===== src/rtl/amp_seq_pkg.sv =====
`timescale 1ns/1ps
package amp_seq_pkg;
  typedef enum logic [1:0] {
    CH_HARD_MUTE = 2'b00,
    CH_SWITCH    = 2'b01,
    CH_RAMP      = 2'b10
  } ch_state_e;
endpackage


===== src/rtl/amp_seq_sync.sv =====
`timescale 1ns/1ps
module amp_seq_sync #(
  parameter int W = 1
) (
  input  logic         clk_i,
  input  logic         rst_ni,
  input  logic [W-1:0] d_i,
  output logic [W-1:0] q_o
);
  logic [W-1:0] s1_q, s2_q;

  always_ff @(posedge clk_i or negedge rst_ni) begin
    if (!rst_ni) begin
      s1_q <= '0;
      s2_q <= '0;
    end else begin
      s1_q <= d_i;
      s2_q <= s1_q;
    end
  end

  assign q_o = s2_q;
endmodule


===== src/rtl/amp_seq_init.sv =====
`timescale 1ns/1ps
module amp_seq_init #(
  parameter int INIT_CYCLES = 1000
) (
  input  logic clk_i,
  input  logic rst_ni,
  input  logic run_i,
  output logic done_o
);
  localparam int CW = $clog2(INIT_CYCLES + 1);
  localparam logic [CW-1:0] LAST = CW'(INIT_CYCLES - 1);

  logic [CW-1:0] cnt_q;
  logic          done_q;

  always_ff @(posedge clk_i or negedge rst_ni) begin
    if (!rst_ni) begin
      cnt_q  <= '0;
      done_q <= 1'b0;
    end else if (run_i && !done_q) begin
      if (cnt_q == LAST) done_q <= 1'b1;
      else               cnt_q  <= cnt_q + 1'b1;
    end
  end

  assign done_o = done_q;
endmodule


===== src/rtl/amp_seq_ramp.sv =====
`timescale 1ns/1ps
module amp_seq_ramp #(
  parameter int VOL_W   = 8,
  parameter int RT_W    = 8,
  parameter int ATT_MAX = 145
) (
  input  logic             clk_i,
  input  logic             rst_ni,
  input  logic             run_i,
  input  logic             tick_i,
  input  logic [RT_W-1:0]  ramp_ticks_i,
  input  logic [VOL_W-1:0] target_i,
  output logic [VOL_W-1:0] att_o
);
  logic [VOL_W-1:0] att_q;
  logic [RT_W-1:0]  cnt_q;
  logic [RT_W:0]    eff_ticks, cnt_nxt;

  assign eff_ticks = (ramp_ticks_i == '0) ? (RT_W+1)'(1) : {1'b0, ramp_ticks_i};
  assign cnt_nxt   = {1'b0, cnt_q} + 1'b1;

  always_ff @(posedge clk_i or negedge rst_ni) begin
    if (!rst_ni) begin
      att_q <= VOL_W'(ATT_MAX);
      cnt_q <= '0;
    end else if (run_i && tick_i) begin
      if (att_q == target_i) begin
        cnt_q <= '0;
      end else if (cnt_nxt >= eff_ticks) begin
        cnt_q <= '0;
        // direction re-evaluated every step, so a new target reverses in place
        att_q <= (att_q < target_i) ? att_q + 1'b1 : att_q - 1'b1;
      end else begin
        cnt_q <= cnt_nxt[RT_W-1:0];
      end
    end
  end

  assign att_o = att_q;
endmodule


===== src/rtl/amp_seq_ctrl.sv =====
`timescale 1ns/1ps
module amp_seq_ctrl
  import amp_seq_pkg::*;
#(
  parameter int NUM_CH      = 8,
  parameter int VOL_W       = 8,
  parameter int RT_W        = 8,
  parameter int ATT_MAX     = 145,
  parameter int INIT_CYCLES = 1000
) (
  input  logic                clk_i,
  input  logic                rst_ni,
  input  logic                pdn_ni,
  input  logic                mute_ni,
  input  logic                bkerr_ni,
  input  logic                hp_sel_i,
  input  logic                addr_sel_i,
  input  logic                tick_i,
  input  logic [RT_W-1:0]     ramp_ticks_i,
  input  logic                vol_we_i,
  input  logic [VOL_W-1:0]    vol_i,
  output logic [VOL_W-1:0]    att_o,
  output logic                valid_o,
  output logic                hp_en_o,
  output logic                spk_en_o,
  output logic [2*NUM_CH-1:0] ch_state_o,
  output logic [6:0]          addr_o
);
  localparam logic [VOL_W-1:0] ATT_FULL  = VOL_W'(ATT_MAX);
  localparam logic [5:0]       ADDR_BASE = 6'b001101;

  // release of reset is synchronised; assertion is immediate
  logic [1:0] rst_q;
  logic       live;
  always_ff @(posedge clk_i or negedge rst_ni) begin
    if (!rst_ni) rst_q <= '0;
    else         rst_q <= {rst_q[0], 1'b1};
  end
  assign live = rst_q[1];

  logic [4:0] raw_in, sync_in;
  logic       pdn_s, mute_s, bk_s, hp_s, addr_s;
  assign raw_in = {addr_sel_i, hp_sel_i, bkerr_ni, mute_ni, pdn_ni};

  amp_seq_sync #(.W(5)) u_sync (
    .clk_i  (clk_i),
    .rst_ni (rst_ni),
    .d_i    (raw_in),
    .q_o    (sync_in)
  );
  assign {addr_s, hp_s, bk_s, mute_s, pdn_s} = sync_in;

  logic run;
  assign run = live && pdn_s;

  logic init_done;
  amp_seq_init #(.INIT_CYCLES(INIT_CYCLES)) u_init (
    .clk_i  (clk_i),
    .rst_ni (rst_ni),
    .run_i  (run),
    .done_o (init_done)
  );

  logic [VOL_W-1:0] vol_q;
  always_ff @(posedge clk_i or negedge rst_ni) begin
    if (!rst_ni)              vol_q <= ATT_FULL;
    else if (run && vol_we_i) vol_q <= (vol_i > ATT_FULL) ? ATT_FULL : vol_i;
  end

  logic addr_taken_q, addr_sel_q;
  always_ff @(posedge clk_i or negedge rst_ni) begin
    if (!rst_ni) begin
      addr_taken_q <= 1'b0;
      addr_sel_q   <= 1'b0;
    end else if (live && !addr_taken_q) begin
      addr_taken_q <= 1'b1;
      addr_sel_q   <= addr_s;
    end
  end
  assign addr_o = {ADDR_BASE, addr_sel_q};

  logic [VOL_W-1:0] target, att;
  assign target = (init_done && mute_s) ? vol_q : ATT_FULL;

  amp_seq_ramp #(.VOL_W(VOL_W), .RT_W(RT_W), .ATT_MAX(ATT_MAX)) u_ramp (
    .clk_i        (clk_i),
    .rst_ni       (rst_ni),
    .run_i        (run),
    .tick_i       (tick_i),
    .ramp_ticks_i (ramp_ticks_i),
    .target_i     (target),
    .att_o        (att)
  );

  logic valid;
  assign valid    = live && pdn_s && bk_s && init_done;
  assign valid_o  = valid;
  assign att_o    = att;
  assign hp_en_o  = valid && !hp_s;
  assign spk_en_o = valid && hp_s;

  for (genvar g = 0; g < NUM_CH; g++) begin : g_ch
    ch_state_e st;
    always_comb begin
      if (!valid || !hp_s)  st = CH_HARD_MUTE;
      else if (att != target) st = CH_RAMP;
      else                  st = CH_SWITCH;
    end
    assign ch_state_o[2*g +: 2] = st;
  end
endmodule


===== config.mk =====
export PLATFORM = sky130hd
export DESIGN_NAME = amp_seq_ctrl
export DESIGN_NICKNAME = d
export VERILOG_FILES = /design/src/rtl/amp_seq_pkg.sv /design/src/rtl/amp_seq_sync.sv /design/src/rtl/amp_seq_init.sv /design/src/rtl/amp_seq_ramp.sv /design/src/rtl/amp_seq_ctrl.sv
export SDC_FILE = /design/constraint.sdc
export NUM_CORES = 1
export LEC_CHECK = 0
export BUFFER_PORTS_ARGS = -buffer_cell sky130_fd_sc_hd__buf_2
export CORE_MARGIN = 5
export CORE_UTILIZATION = 59
export DETAILED_ROUTE_END_ITERATION = 7
export PLACE_DENSITY = 0.85
export RECOVER_POWER = 50
export SLEW_MARGIN = 20
export SYNTH_ARGS = -nofsm -noshare
export SYNTH_HDL_FRONTEND = slang
export SYNTH_SLANG_ARGS = --single-unit

===== constraint.sdc =====
create_clock -name clk_i -period 10.15 [get_ports clk_i]
set_input_delay 2.03 -clock clk_i [delete_from_list [all_inputs] [get_ports clk_i]]
set_output_delay 2.03 -clock clk_i [all_outputs]
set_load 0.01 [all_outputs]

Word-level counts from Yosys, hierarchy flattened
Index checks and enable logic that the tools add are counted.
{"block": "op_classes", "order_cmp": 3, "n_eq_ne": 3, "n_addsub": 4, "n_mux": 8, "bitwise": 2, "reduce_logical": 19}
{"cell": "two-way mux 8 bit", "n": 6}
{"cell": "adder 10 x 1 -> 10 bit, second input constant", "n": 1}
{"cell": "== test 10 bit, second input constant", "n": 1}
{"cell": "logical AND 1 bit", "n": 10}
{"cell": "adder 8 x 1 -> 9 bit, second input constant", "n": 1}
{"cell": ">= comparator 9 bit", "n": 1}
{"cell": "adder 8 x 1 -> 8 bit, second input constant", "n": 1}
{"cell": "== test 8 bit", "n": 1}
{"cell": "greater-than comparator 8 bit, second input constant", "n": 1}
{"cell": "zero test 8 bit", "n": 1}
{"cell": "< comparator 8 bit", "n": 1}
{"cell": "!= test 8 bit", "n": 1}
{"cell": "subtractor 8 x 1 -> 8 bit, second input constant", "n": 1}
{"cell": "zero test 1 bit", "n": 4}
{"cell": "two-way mux 2 bit", "n": 2}
{"cell": "AND reduction 2 bit", "n": 2}
{"cell": "AND reduction 3 bit", "n": 1}
{"cell": "inverter 1 bit", "n": 2}
{"cell": "logical OR 1 bit", "n": 1}
{"block": "word_totals", "wordCells": 49, "register_bits": 49, "inputBits": 25, "output_inout_bits": 34}

Logic depth before layout (Yosys ltp)
Gate-level depths: netlist of the first run.
{"block": "logic_depth", "depth_word": 6, "depth_mapped": 14, "mapped_depth_nobuf": 14}

Cells and area by module
A second synthesis of the first run with hierarchy kept.
{"block": "unflattened", "hier_cells": 300, "hier_area_um2": 3116.7}
{"module": "amp_seq_ramp", "cells_per_inst": 141, "area_per_inst_um2": 1390.1, "n_inst": 1, "seq_area_each_um2": 404.1}
{"module": "amp_seq_ctrl", "cells_per_inst": 106, "area_per_inst_um2": 922.1, "n_inst": 1, "seq_area_each_um2": 304.0}
{"module": "amp_seq_init", "cells_per_inst": 43, "area_per_inst_um2": 554.3, "n_inst": 1, "seq_area_each_um2": 275.3}
{"module": "amp_seq_sync", "cells_per_inst": 10, "area_per_inst_um2": 250.2, "n_inst": 1, "seq_area_each_um2": 250.2}

Least setup slack after synthesis of the first run
No wires, ideal clock.
{"block": "synth_path", "kind": "flip-flop to output port", "startpoint": "register u_init.done_q, in the netlist u_init.done_o", "endpoint": "output port ch_state_o[10]", "n_path_buf": 1, "arrival_time_ns": 2.060, "required_ns": 8.120, "slack_ns": 6.060, "path_stages_with_launch": 7, "cell_sequence": "dfrtp_1 > and2_0 > nand2_1 > ha_1 > nand4_1 > nor3_1 > buf_4"}
{"block": "synth_via", "elab_chain_len": 5, "word_cells_on_any_way": 8, "classes_between": "1 x eq/ne; 3 x mux; 4 x reduce/logical"}
{"element": "start, declared", "line_no": "amp_seq_init.sv:14", "rtl": "logic done_q;"}
{"element": "start signal, assigned", "line_no": "amp_seq_init.sv:19", "rtl": "done_q <= 1'b0;"}
{"element": "start signal, assigned", "line_no": "amp_seq_init.sv:21", "rtl": "if (cnt_q == LAST) done_q <= 1'b1;"}
{"element": "logical AND 1 bit", "line_no": "amp_seq_ctrl.sv:83", "rtl": "assign target = (init_done && mute_s) ? vol_q : ATT_FULL;"}
{"element": "two-way mux 8 bit", "line_no": "amp_seq_ctrl.sv:83"}
{"element": "!= test 8 bit"}
{"element": "two-way mux 2 bit"}
{"element": "two-way mux 2 bit *"}
{"element": "end, declared", "line_no": "amp_seq_ctrl.sv:26", "rtl": "output logic [2*NUM_CH-1:0] ch_state_o,"}
Every way passes the cells marked *; elsewhere a longest branch is shown, timed or not.

Final worst setup path of the first run
{"block": "layout_path", "startpoint": "register u_init.done_q, in the netlist u_init.done_o", "endpoint": "output port ch_state_o[1]"}
{"block": "layout_via", "elab_chain_len": 5, "word_cells_on_any_way": 8, "classes_between": "1 x eq/ne; 3 x mux; 4 x reduce/logical"}
{"element": "logical AND 1 bit", "line_no": "amp_seq_ctrl.sv:83"}
{"element": "two-way mux 8 bit", "line_no": "amp_seq_ctrl.sv:83"}
{"element": "!= test 8 bit", "line_no": "amp_seq_ctrl.sv:106", "rtl": "else if (att != target) st = CH_RAMP;"}
{"element": "two-way mux 2 bit", "line_no": "amp_seq_ctrl.sv:106"}
{"element": "two-way mux 2 bit *", "line_no": "amp_seq_ctrl.sv:105", "rtl": "if (!valid || !hp_s) st = CH_HARD_MUTE;"}
Marked as above.

==> summary.txt, run 1 <==
Status
  – Outcome: finished, violations left
  – Failing checks: capacitance limit, slew limit

Setup path
  – Max Fanout on Critical Path: 8
  – R2r startpoint: u_init.done_o
  – Worst Path Arrival: around 2.5 ns
  – Setup crit start kind: register
  – Setup CP Type: reg -> out
  – Crit path from: u_init.done_o
  – CP Data Required Time: 8.12 ns
  – Internal reg-to-reg setup slack: between 6 and 7 ns
  – Crit. End Element: primary output

Clock tree
  – Clock root buffer: clkbuf_8
  – Clock-pin slew on the worst setup and hold paths: around 0.080 ns
  – Worst-skew pair later-pin latency: 0.30 ns
  – # Post-CTS Setup Buffers: 0
  – Hold buffer count at CTS: 0
  – Sink Count: ~50
  – CTS HTree Levels: 2
  – Post-CTS sizing: 0
  – Max Root-Sink Buffers: 2
  – CTS tree: done
  – CTS buffer count: 5

Yosys
  – Mapped Cells: 263
  – Syn Std Cell Area: around 2800 um2
  – Leading register cell type out of synthesis: dfrtp_1
  – YS warnings: 0
  – Avg Cell Area, Syn: 10.6 um2
  – Synth top area share: ~39%
  – Leading area contributor after synthesis: dfrtp_1
  – Yosys reg bits: 49
  – Count of different cell masters after synthesis: 45
  – Synth area leaders: dfrtp_1 39%, ha_1 11%, dfstp_2 5.7%
  – Synth async-reset ratio: 100%
  – Post-synth EDFFs: 0
  – Register area share after synthesis: 44.3%

Pwr
  – Sw frac: between 20% and 30%
  – Total power: around 0.48 mW
  – Switching pwr: about 0.14 mW
  – Power Density: approximately 160 nW/um2
  – Max VDD drop: around 0.13 mV
  – Internal: between 0.3 and 0.4 mW
  – Reg power frac: between 50% and 60%
  – Clk pwr share: approximately a quarter
  – Lkg Pwr: approximately 1.6 nW
  – Combinational power share: around 22%

Global routing
  – Pin count of the biggest net entering global routing: 50
  – Gr ovfl total: 0
  – Initial antenna violation count: 0
  – Number of global-route vias before repair: between 2000 and 2500
  – First-pass GRT wire length: between 8 and 9 mm
  – Total GRT Usage: ~18%

Timing
  – Total negative setup slack: 0 ns
  – Hold violation total from the final report: 0
  – RSZ-0062 raised after global routing: false
  – Fmax: about 220 MHz
  – Final number of setup-violating endpoints: 0
  – Fin crit share: between 40 and 50%
  – Minimum clock period: between 4 and 5 ns
  – Final worst setup slack: ~5.6 ns
  – Final slew viol count: 50
  – Clock Skew: 0.00477 ns
  – Rel. slew slack: -67.3%
  – Slew @ Worst Pin: 2.51 ns

Routing
  – Via count: around 2000
  – Final ANT Viol Nets: 0
  – Routed wire length: ~5.1 mm
  – # DRC: 0
  – 1st-pass router iterations: 4
  – Initial DRC Count: ~130
  – Wire per inst: between 10 and 15 um
  – Routed vias/inst: around 5.6

Placed design
  – Place WS: about 5.7 ns
  – DPL Wire Length: 4.02 mm
  – I/O Buffers: 52
  – RePlAce Congestion: between 0.8 and 0.9

Final layout
  – Final core utilization: between 60% and 70%
  – Area grow syn2layout: 9.88%
  – # nets final: 355
  – Layout cells sized above 1: approximately a quarter
  – Antenna diode count: 0

Floorplanning
  – Initial Util: about three fifths
  – Core area: between 4000 and 5000 um2
  – Ports: 59
  – Die Y: between 70 and 80 um
  – # rows: 25
  – Die W: slightly below 80 um
  – Die area: about 6200 um2

Min path
  – HP Class: reg -> reg
  – Hold Crit Start: u_sync.s1_q[1]

Run
  – Max Cap Viol: 1
==> critical path, cell delays in order, from the launching register on <==
cell	delay, ns
dfrtp_1	0.42
and2_0	0.33
nand2_1	0.10
ha_1	0.32
nand4_1	0.16
nor2_1	0.42
nor2_1	0.24
buf_2	0.21
==> power by group through the flow <==
stage	registers [mW]	logic, mW	clock network [mW]
floorplan	0.252	0.0790	0
global placement	0.256	0.0998	0
detailed placement	0.257	0.105	0
CTS	0.254	0.105	0.126
global route	0.260	0.121	0.137
finish	0.255	0.104	0.124
==> routing by layer <==
metal / vias to the layer above / track usage [%] / part of all wire, %
met5: - / 0 / 0
met4: 0 / 4.37 / 1.2
met3: 6 / 4.08 / 5.4
met2: 55 / 31.5 / 52
met1: 984 / 22.5 / 42
li1: 976 / - / -
==> cells in the mapped netlist (2+ instances only) <==
| cell type | count |
|---|---|
| xor2_1 | 7 |
| nand2_1 | 18 |
| nor4_1 | 2 |
| nand2b_1 | 3 |
| nand4_1 | 4 |
| o21ai_1 | 3 |
| dfrtp_1 | 43 |
| nor2b_1 | 4 |
| mux2_1 | 6 |
| conb_1 | 2 |
| nor3_1 | 4 |
| dfstp_2 | 6 |
| nor2_1 | 10 |
| a21oi_1 | 19 |
| o21ai_0 | 5 |
| a22o_1 | 8 |
| buf_4 | 21 |
| a31oi_1 | 2 |
| mux2_2 | 3 |
| o211ai_1 | 2 |
| xnor2_1 | 15 |
| a21o_1 | 2 |
| and4_1 | 2 |
| ha_1 | 24 |
| and3_1 | 4 |
| inv_1 | 15 |
| nand3_1 | 11 |
==> registers in the layout, summed over array words and instances (netlist names) <==
signal         count
u_ramp.att_o       8
addr_sel_q         1
rst_q              2
u_sync.s1_q        5
u_ramp.cnt_q       8
u_init.cnt_q      10
vol_q              8
u_sync.q_o         5
addr_taken_q       1
u_init.done_o      1
==> placed cells by master (no fill, tap or decap), drive strengths merged, types with 9 or more instances in the layout <==
master and instances:
inv 15, xnor2 15, nand2 19, nand3 11, ha 24, buf 51
a21oi 19, dfrtp 43, nor2 10, mux2 9
==> path summary, 6_finish.rpt <==
check                                  end  cells after the start
min in group asynchronous  u_init.cnt_q[2]                      1
setup reg to reg           u_ramp.att_o[6]                     14
hold reg to reg              u_sync.q_o[1]                      0
max in group asynchronous  u_init.cnt_q[1]                      1
hold / removal               u_sync.q_o[1]                      0
setup / recovery             ch_state_o[1]                      7
==> through the flow <==
| stage | hold WS [ns] | instances | area, um2 |
|---|---|---|---|
| CTS | 0.356 | 360 | 3060 |
| global placement | 0.331 | 352 | 2960 |
| global route | 0.362 | 360 | 3060 |
| detailed placement | 0.337 | 352 | 2960 |
| floorplan | 0.331 | 268 | 2810 |
| finish | 0.354 | 360 | 3060 |
==> layout make-up <==
cell class	instances	area, um2
fill	352	1600
multi-input combinational	182	1340
inverter	15	56.3
tap	54	67.6
sequential	49	1230
timing repair buffer	52	259
clock buffer	7	96.3
clock inverter	1	5.00
==> kinds of logic (layout without fill, tap and decap cells) <==
group / Yosys count / count (layout) / share of synthesized area [%]
and+or+nand+nor: 71 / 71 / 14.1
AOI/OAI and AO/OA: 48 / 48 / 11.2
xor gates and xnor gates: 22 / 22 / 6.92
muxes: 9 / 9 / 3.64
DFF: 49 / 49 / 44.3
adders and majority gates: 25 / 25 / 11.5
other: 2 / 7 / 0.270
buffers and inverters: 37 / 75 / 8.17
No activity file was read; power rests on OpenSTA's default activity.
==> inputs of run 2 (changes only) <==
CORE_UTILIZATION = 49   (was 59)
PLACE_DENSITY = 0.76   (was 0.85)
clock period = 4.15 ns   (was 10.15 ns; I/O delays follow)
==> run 2 against run 1 <==
  * The run still ends with capacitance limit, slew limit left
  * Final cell count grew 5.0%
  * Die area up 18%
  * Global-route usage is 3.1 points lower
  * Largest power group unchanged
  * First-iteration DRC count fell by 54%
  * Sequential power grew 140%
  * Utilization decreased by 9.8 points
==> summary.txt, run 2 (same netlist as run 1, synthesis figures left out) <==
Timing
  – Fin crit share: 87.6%
  – Hold violation total from the final report: 0 (unchanged)
  – Hold Slack: 0.351 ns (was 0.354 ns)
  – Clock Skew: 0.00669 ns (was 0.00477 ns)
  – Total negative setup slack: 0 ns (unchanged)
  – Minimum clock period: about 3.6 ns
  – Slew @ Worst Pin: 2.49 ns (was 2.51 ns)
  – Final slew viol count: 50 (unchanged)
  – RSZ-0062 raised after global routing: false (unchanged)
  – Final number of setup-violating endpoints: 0 (unchanged)
  – Fmax: 275 MHz
  – Rel. slew slack: -65.9% (was -67.3%)

Clock tree
  – Max Root-Sink Buffers: 2 (unchanged)
  – Hold buffer count at CTS: 0 (unchanged)
  – Sink Count: 49 (unchanged)
  – # Post-CTS Setup Buffers: 0 (unchanged)
  – CTS tree: done (unchanged)
  – CTS buffer count: 5 (unchanged)
  – Worst-skew pair later-pin latency: 0.30 ns (about the same)
  – Clock root buffer: clkbuf_8 (unchanged)
  – Clock-pin slew on the worst setup and hold paths: 0.09 ns (was 0.08 ns)
  – CTS HTree Levels: 2 (unchanged)
  – Post-CTS sizing: 0 (unchanged)

Setup path
  – Crit-path most repeated cell: a21oi_1 (was nor2_1)
  – Max Fanout on Critical Path: 7 (was 8)
  – Top delay family on crit path: simple AND/OR/NAND/NOR gates (unchanged)
  – Worst path slowest cell: or3_1 (was dfrtp_1)
  – R2r startpoint: u_init.done_o (unchanged)
  – Crit. End Element: register (was primary output)
  – Setup crit start kind: register (unchanged)
  – Buf+Inv Stages, Crit Path: 0 (was 1)
  – Worst Path Arrival: 3.83 ns (was 2.49 ns)
  – Crit path from: u_init.done_o (unchanged)
  – Cells along the critical path: and2_0 -> nand2_1 -> ha_1 -> nor2b_1 -> o211ai_1 -> a21oi_1 -> or3_1 -> fa_1 -> a21o_1 -> a21oi_1 -> o21bai_1 -> a21oi_1 -> xnor2_1 -> mux2_1 (was and2_0 -> nand2_1 -> ha_1 -> nand4_1 -> nor2_1 -> nor2_1 -> buf_2)
  – CP max stage delay: 0.50 ns (was 0.42 ns)
  – Setup CP Type: reg -> reg (was reg -> out)
  – CP Data Required Time: 4.34 ns (was 8.12 ns)

Min path
  – Hold Crit Start: u_sync.s1_q[2] (was u_sync.s1_q[1])
  – HP Class: reg -> reg (unchanged)

Floorplanning
  – Die Y: 85.4 um (was 78.7 um)
  – Die area: 7290 um2 (was 6200 um2)
  – Die W: 85.4 um (was 78.7 um)
  – Initial Util: 50.6% (was 59.8%)
  – # rows: 27 (was 25)
  – Ports: 59 (unchanged)
  – Core area: 5510 um2 (was 4660 um2)

Global routing
  – Gr ovfl total: 0 (unchanged)
  – Total GRT Usage: 14.8% (was 18.0%)
  – First-pass GRT wire length: 8.76 mm (was 8.90 mm)
  – Pin count of the biggest net entering global routing: 50 (unchanged)
  – Number of global-route vias before repair: 1902 (was 2024)
  – Initial antenna violation count: 0 (unchanged)

Run
  – Max Cap Viol: 1 (unchanged)

Pwr
  – Lkg Pwr: 1.58 nW (was 1.59 nW)
  – Total power: 1.16 mW (was 0.482 mW)
  – Power Density: 378 nW/um2 (was 157 nW/um2)
  – Max VDD drop: 0.271 mV (was 0.135 mV)

Routing
  – Wire per inst: 13.2 um (was 14.2 um)
  – Initial DRC Count: 57 (was 125)
  – Routed vias/inst: 5.19 (was 5.61)
  – Via count: 1961 (was 2021)
  – 1st-pass router iterations: 4 (unchanged)
  – Routed wire length: 5.00 mm (was 5.13 mm)
  – # DRC: 0 (unchanged)
  – Final ANT Viol Nets: 0 (unchanged)

Final layout
  – Layout cells sized above 1: 23.9% (was 24.2%)
  – Antenna diode count: 0 (unchanged)
  – Most frequent cells in the layout: 51 x buf_2, 43 x dfrtp_1, 24 x ha_1, 19 x a21oi_1, 18 x nand2_1 (unchanged)
  – Area grow syn2layout: 10.4% (was 9.88%)
  – Max reg flops: 10 (unchanged)
  – # fillers: 487 (was 352)
  – Fin cells: 378 (was 360)
  – Commonest non-fill, non-tap cell in the layout: buf_2 (unchanged)
  – # nets final: 355 (unchanged)
  – Reg with most FFs: u_init.cnt_q (unchanged)

Status
  – Outcome: finished, violations left (unchanged)
  – Failing checks: capacitance limit, slew limit (unchanged)

Placed design
  – RePlAce Congestion: 0.787 (was 0.817)
  – DPL Wire Length: 3.96 mm (was 4.02 mm)
  – I/O Buffers: 52 (unchanged)
  – Placed cell count: 370 (was 352)
==> run 2: changes by cell type in the layout (fill, tap and decap cells not counted), sizes merged <==
cell / change
clkinv: -1
clkinvlp: +1
==> run 2: path summary, 6_finish.rpt <==
path | slack (ns) | cells past startpoint | to
min | 0.35 | 0 | u_sync.q_o[2]
max reg2reg | 0.51 | 14 | u_ramp.att_o[6]
min reg2reg | 0.35 | 0 | u_sync.q_o[2]
max | 0.51 | 14 | u_ramp.att_o[6]
min in group asynchronous | 1.29 | 1 | vol_q[1]
max in group asynchronous | 1.45 | 1 | u_init.cnt_q[1]
==> run 2: cell type report <==
cell class	instances	area (um2)	area share (%)
multi-input cells	182	1340	43.7
flip-flops and latches	49	1230	40.1
repair buffers	52	259	8.42
well taps	72	90.1	2.93
clock buffers	7	86.3	2.81
inverters	15	56.3	1.83
clock inverters	1	7.51	0.244
==> run 2: power breakdown <==
group	internal (mW)	leakage [nW]	switching, mW
clock	0.135	0.0445	0.151
combinational	0.129	0.929	0.123
sequential	0.552	0.609	0.0715
==> run 2: per-layer routing <==
metal	track usage (%)	wire (um)
met5	0	0
met4	4.75	74
met3	3.20	288
met2	24.2	2370
met1	19.6	2270
==> run 2: stage by stage <==
step                      setup WS [ns]  util (%)  area [um2]
final                             0.513      55.9        3080
after global routing              0.242      55.9        3080
after CTS                         0.503      55.9        3080
after detailed placement          0.515      54.2        2980
after global placement            0.703      54.2        2980
after floorplan                   0.842         -        2810
==> inputs of run 3 (changes only) <==
CORE_UTILIZATION = 50   (was 49)
SYNTH_HIERARCHICAL = 1   (was unset)
==> run 3 against run 2 <==
  * The run still ends with capacitance limit, slew limit left
  * Critical endpoint is now u_ramp/att_o[6]
  * Largest power group unchanged
  * Global-route usage up 1.5 points
  * Sequential power is 3.9% higher
  * Non-clock buffer count increased by 1
  * Maximum frequency down 1.2%
  * Critical path depth unchanged
  * Via count increased by 17%
  * Highest routed layer unchanged
  * Clock power is essentially flat
  * Clock-buffer cell count down 2
  * Final cell count increased by 11%
  * Design area grew 11%
==> summary.txt, run 3 <==
Final layout
  – # nets final: 392 (was 355)
  – Antenna diode count: 0 (unchanged)
  – Reg with most FFs: u_init/cnt_q (was u_init.cnt_q)
  – Commonest non-fill, non-tap cell in the layout: buf_2 (unchanged)
  – Layout cells sized above 1: 25.1% (was 23.9%)
  – Most frequent cells in the layout: 52 x buf_2, 43 x dfrtp_1, 24 x ha_1, 23 x inv_1 (was 51 x buf_2, 43 x dfrtp_1, 24 x ha_1, 19 x a21oi_1, 18 x nand2_1)
  – Max reg flops: 10 (unchanged)
  – Final Instance Area: 3410 um2 (was 3080 um2)
  – Area grow syn2layout: 9.31% (was 10.4%)

Yosys
  – Yosys reg bits: 49 (unchanged)
  – Commonest cells post-synth: 43 x dfrtp_1, 24 x ha_1, 23 x inv_1 (was 43 x dfrtp_1, 24 x ha_1, 21 x buf_4)
  – Mapped Cells: 300 (was 263)
  – Leading register cell type out of synthesis: dfrtp_1 (unchanged)
  – Syn Std Cell Area: 3120 um2 (was 2790 um2)
  – YS warnings: 6 (was 0)
  – Register area share after synthesis: 39.6% (was 44.3%)
  – Top-count cell post-synth: dfrtp_1 (unchanged)
  – Avg Cell Area, Syn: 10.4 um2 (was 10.6 um2)
  – Count of different cell masters after synthesis: 59 (was 45)
  – Synth async-reset ratio: 100% (unchanged)
  – Post-synth EDFFs: 0 (unchanged)
  – Synth top area share: 34.5% (was 38.6%)
  – Leading area contributor after synthesis: dfrtp_1 (unchanged)
  – Synth area leaders: dfrtp_1 35%, ha_1 9.6%, dfstp_2 5.1% (was dfrtp_1 39%, ha_1 11%, dfstp_2 5.7%)

Timing
  – Final number of setup-violating endpoints: 0 (unchanged)
  – Rel. slew slack: -64.8% (was -65.9%)
  – RSZ-0062 raised after global routing: false (unchanged)
  – Clock Skew: 0.00757 ns (was 0.00669 ns)
  – Fmax: 272 MHz (was 275 MHz)
  – Slew @ Worst Pin: 2.47 ns (was 2.49 ns)
  – Fin crit share: 88.7% (was 87.6%)
  – Total negative setup slack: 0 ns (unchanged)
  – Final slew viol count: 50 (unchanged)
  – Minimum clock period: 3.68 ns (was 3.64 ns)
  – Hold violation total from the final report: 0 (unchanged)

Global routing
  – Total GRT Usage: 16.4% (was 14.8%)
  – First-pass GRT wire length: 10.2 mm (was 8.76 mm)
  – Gr ovfl total: 0 (unchanged)
  – Number of global-route vias before repair: 2182 (was 1902)
  – Pin count of the biggest net entering global routing: 50 (unchanged)
  – Initial antenna violation count: 0 (unchanged)

Setup path
  – Crit-path most repeated cell: a21oi_1 (unchanged)
  – Setup CP Type: reg -> reg (unchanged)
  – CP max stage delay: 0.57 ns (was 0.50 ns)
  – Worst Path Arrival: 3.87 ns (was 3.83 ns)
  – Cells along the critical path: and2_1 -> or2b_1 -> inv_1 -> ha_1 -> nand4_1 -> a21oi_1 -> or3_1 -> fa_1 -> a21o_1 -> a21oi_1 -> o21bai_1 -> a21oi_1 -> xnor2_1 -> mux2_4 (was and2_0 -> nand2_1 -> ha_1 -> nor2b_1 -> o211ai_1 -> a21oi_1 -> or3_1 -> fa_1 -> a21o_1 -> a21oi_1 -> o21bai_1 -> a21oi_1 -> xnor2_1 -> mux2_1)
  – Crit. End Element: register (unchanged)
  – R2r startpoint: u_init/done_o (was u_init.done_o)
  – Internal reg-to-reg setup slack: 0.47 ns (was 0.51 ns)
  – Worst path slowest cell: dfrtp_1 (was or3_1)
  – Max Fanout on Critical Path: 14 (was 7)
  – R2R cell count: 14 (unchanged)
  – CP Data Required Time: 4.34 ns (about the same)
  – RR Endpoint: u_ramp/att_o[6] (was u_ramp.att_o[6])
  – Setup crit start kind: register (unchanged)

Placed design
  – RePlAce Congestion: 0.841 (was 0.787)
  – DPL Wire Length: 4.58 mm (was 3.96 mm)
  – I/O Buffers: 52 (unchanged)
  – Area of placed instances: 3320 um2 (was 2980 um2)

Clock tree
  – Clock-pin slew on the worst setup and hold paths: 0.09 ns (about the same)
  – CTS buffer count: 5 (unchanged)
  – Max Root-Sink Buffers: 2 (unchanged)
  – Clock root buffer: clkbuf_8 (unchanged)
  – CTS HTree Levels: 2 (unchanged)
  – Post-CTS sizing: 0 (unchanged)
  – # Post-CTS Setup Buffers: 0 (unchanged)
  – Hold buffer count at CTS: 0 (unchanged)
  – CTS tree: done (unchanged)
  – Sink Count: 49 (unchanged)
  – Worst-skew pair later-pin latency: 0.31 ns (was 0.30 ns)

Pwr
  – Lkg Pwr: 1.73 nW (was 1.58 nW)
  – Max VDD drop: 0.222 mV (was 0.271 mV)
  – Power Density: 363 nW/um2 (was 378 nW/um2)

Routing
  – Initial DRC Count: 88 (was 57)
  – Final ANT Viol Nets: 0 (unchanged)
  – Via count: 2287 (was 1961)
  – Wire per inst: 14.4 um (was 13.2 um)
  – Routed wire length: 6.01 mm (was 5.00 mm)
  – Routed vias/inst: 5.47 (was 5.19)
  – # DRC: 0 (unchanged)
  – 1st-pass router iterations: 4 (unchanged)

Min path
  – Hold EP: u_sync/q_o[1] (was u_sync.q_o[2])
  – Worst hold path depth: 0 (unchanged)
  – HP Class: reg -> reg (unchanged)
  – Hold Crit Start: u_sync/s1_q[1] (was u_sync.s1_q[2])

Floorplanning
  – # rows: 28 (was 27)
  – Die Y: 89.0 um (was 85.4 um)
  – Initial Util: 52.0% (was 50.6%)
  – Die area: 7910 um2 (was 7290 um2)
  – Ports: 59 (unchanged)
  – Die W: 89.0 um (was 85.4 um)
  – Core area: 5990 um2 (was 5510 um2)

Status
  – Failing checks: capacitance limit, slew limit (unchanged)
  – Outcome: finished, violations left (unchanged)

Run
  – Max Cap Viol: 1 (unchanged)
==> run 3: cell count changes after synthesis, sizes merged, moves of 3 or more <==
cell / before / now
nor3: 5 / 2
and3: 4 / 8
inv: 15 / 23
nand4: 4 / 9
a21oi: 19 / 11
nor2: 10 / 16
nand2: 19 / 14
==> run 3: power by group <==
group          switching, mW  leakage [nW]  total [mW]  internal (mW)
sequential            0.0962         0.610       0.647          0.551
combinational          0.144          1.07       0.300          0.156
clock                  0.167        0.0447       0.289          0.122
==> run 3: how the worst max path moves through the flow <==
stage / from / endpoint / slack (ns)
6_report: u_init/done_o / u_ramp/att_o[6] / 0.47
3_3_place_gp: u_init/done_o / u_ramp/att_o[6] / 0.62
4_1_cts: u_init/done_o / u_ramp/att_o[6] / 0.48
2_1_floorplan: u_init/done_o / u_ramp/att_o[6] / 0.84
3_5_place_dp: u_init/done_o / u_ramp/att_o[6] / 0.50
5_1_grt: u_init/done_o / u_ramp/att_o[6] / 0.26
==> run 3: layout make-up <==
class | count | area [um2]
Tap cell | 75 | 93.8
Sequential cell | 49 | 1230
Inverter | 23 | 86.3
Multi-Input combinational cell | 210 | 1640
Clock buffer | 5 | 68.8
Timing Repair Buffer | 53 | 264
Clock inverter | 3 | 25.0
Fill cell | 538 | 2580
==> run 3: per-layer routing <==
metal | track usage [%] | vias to the layer above | routed length, um
li1 | - | 1135 | -
met1 | 22.4 | 1091 | 2770
met2 | 26.7 | 56 | 2830
met3 | 3.50 | 5 | 355
met4 | 4.06 | 0 | 58
met5 | 0 | - | 0
==> run 3: kinds of logic (layout without fill, tap and decap cells) <==
family	after synthesis	in the layout	synth area share, %
compound gates	60	60	14.3
xor+xnor	23	23	6.46
fa+ha+maj	25	25	10.3
buf+inv	46	84	8.55
flops	49	49	39.6
mux	7	7	3.25
other cells	2	7	0.241
simple gates	88	88	17.4
==> run 3: stage by stage <==
stage / power (mW) / std cells / hold slack [ns] / utilization [%] / setup WS [ns]
finish: 1.24 / 418 / 0.354 / 56.9 / 0.469
global route: 1.33 / 418 / 0.362 / 56.9 / 0.260
CTS: 1.25 / 418 / 0.356 / 56.9 / 0.478
detailed placement: 0.959 / 410 / 0.335 / 55.4 / 0.496
global placement: 0.944 / 410 / 0.332 / 55.4 / 0.622
floorplan: 0.866 / 305 / 0.331 / - / 0.838
==> run 3: critical path, delay by kind of cell, from the launching register on <==
kind / cells / cell delay (ns)
fa+ha+maj: 2 / 0.69
compound gates: 5 / 0.74
flops: 1 / 0.57
mux: 1 / 0.25
buf+inv: 1 / 0.06
xor+xnor: 1 / 0.08
simple gates: 4 / 1.19
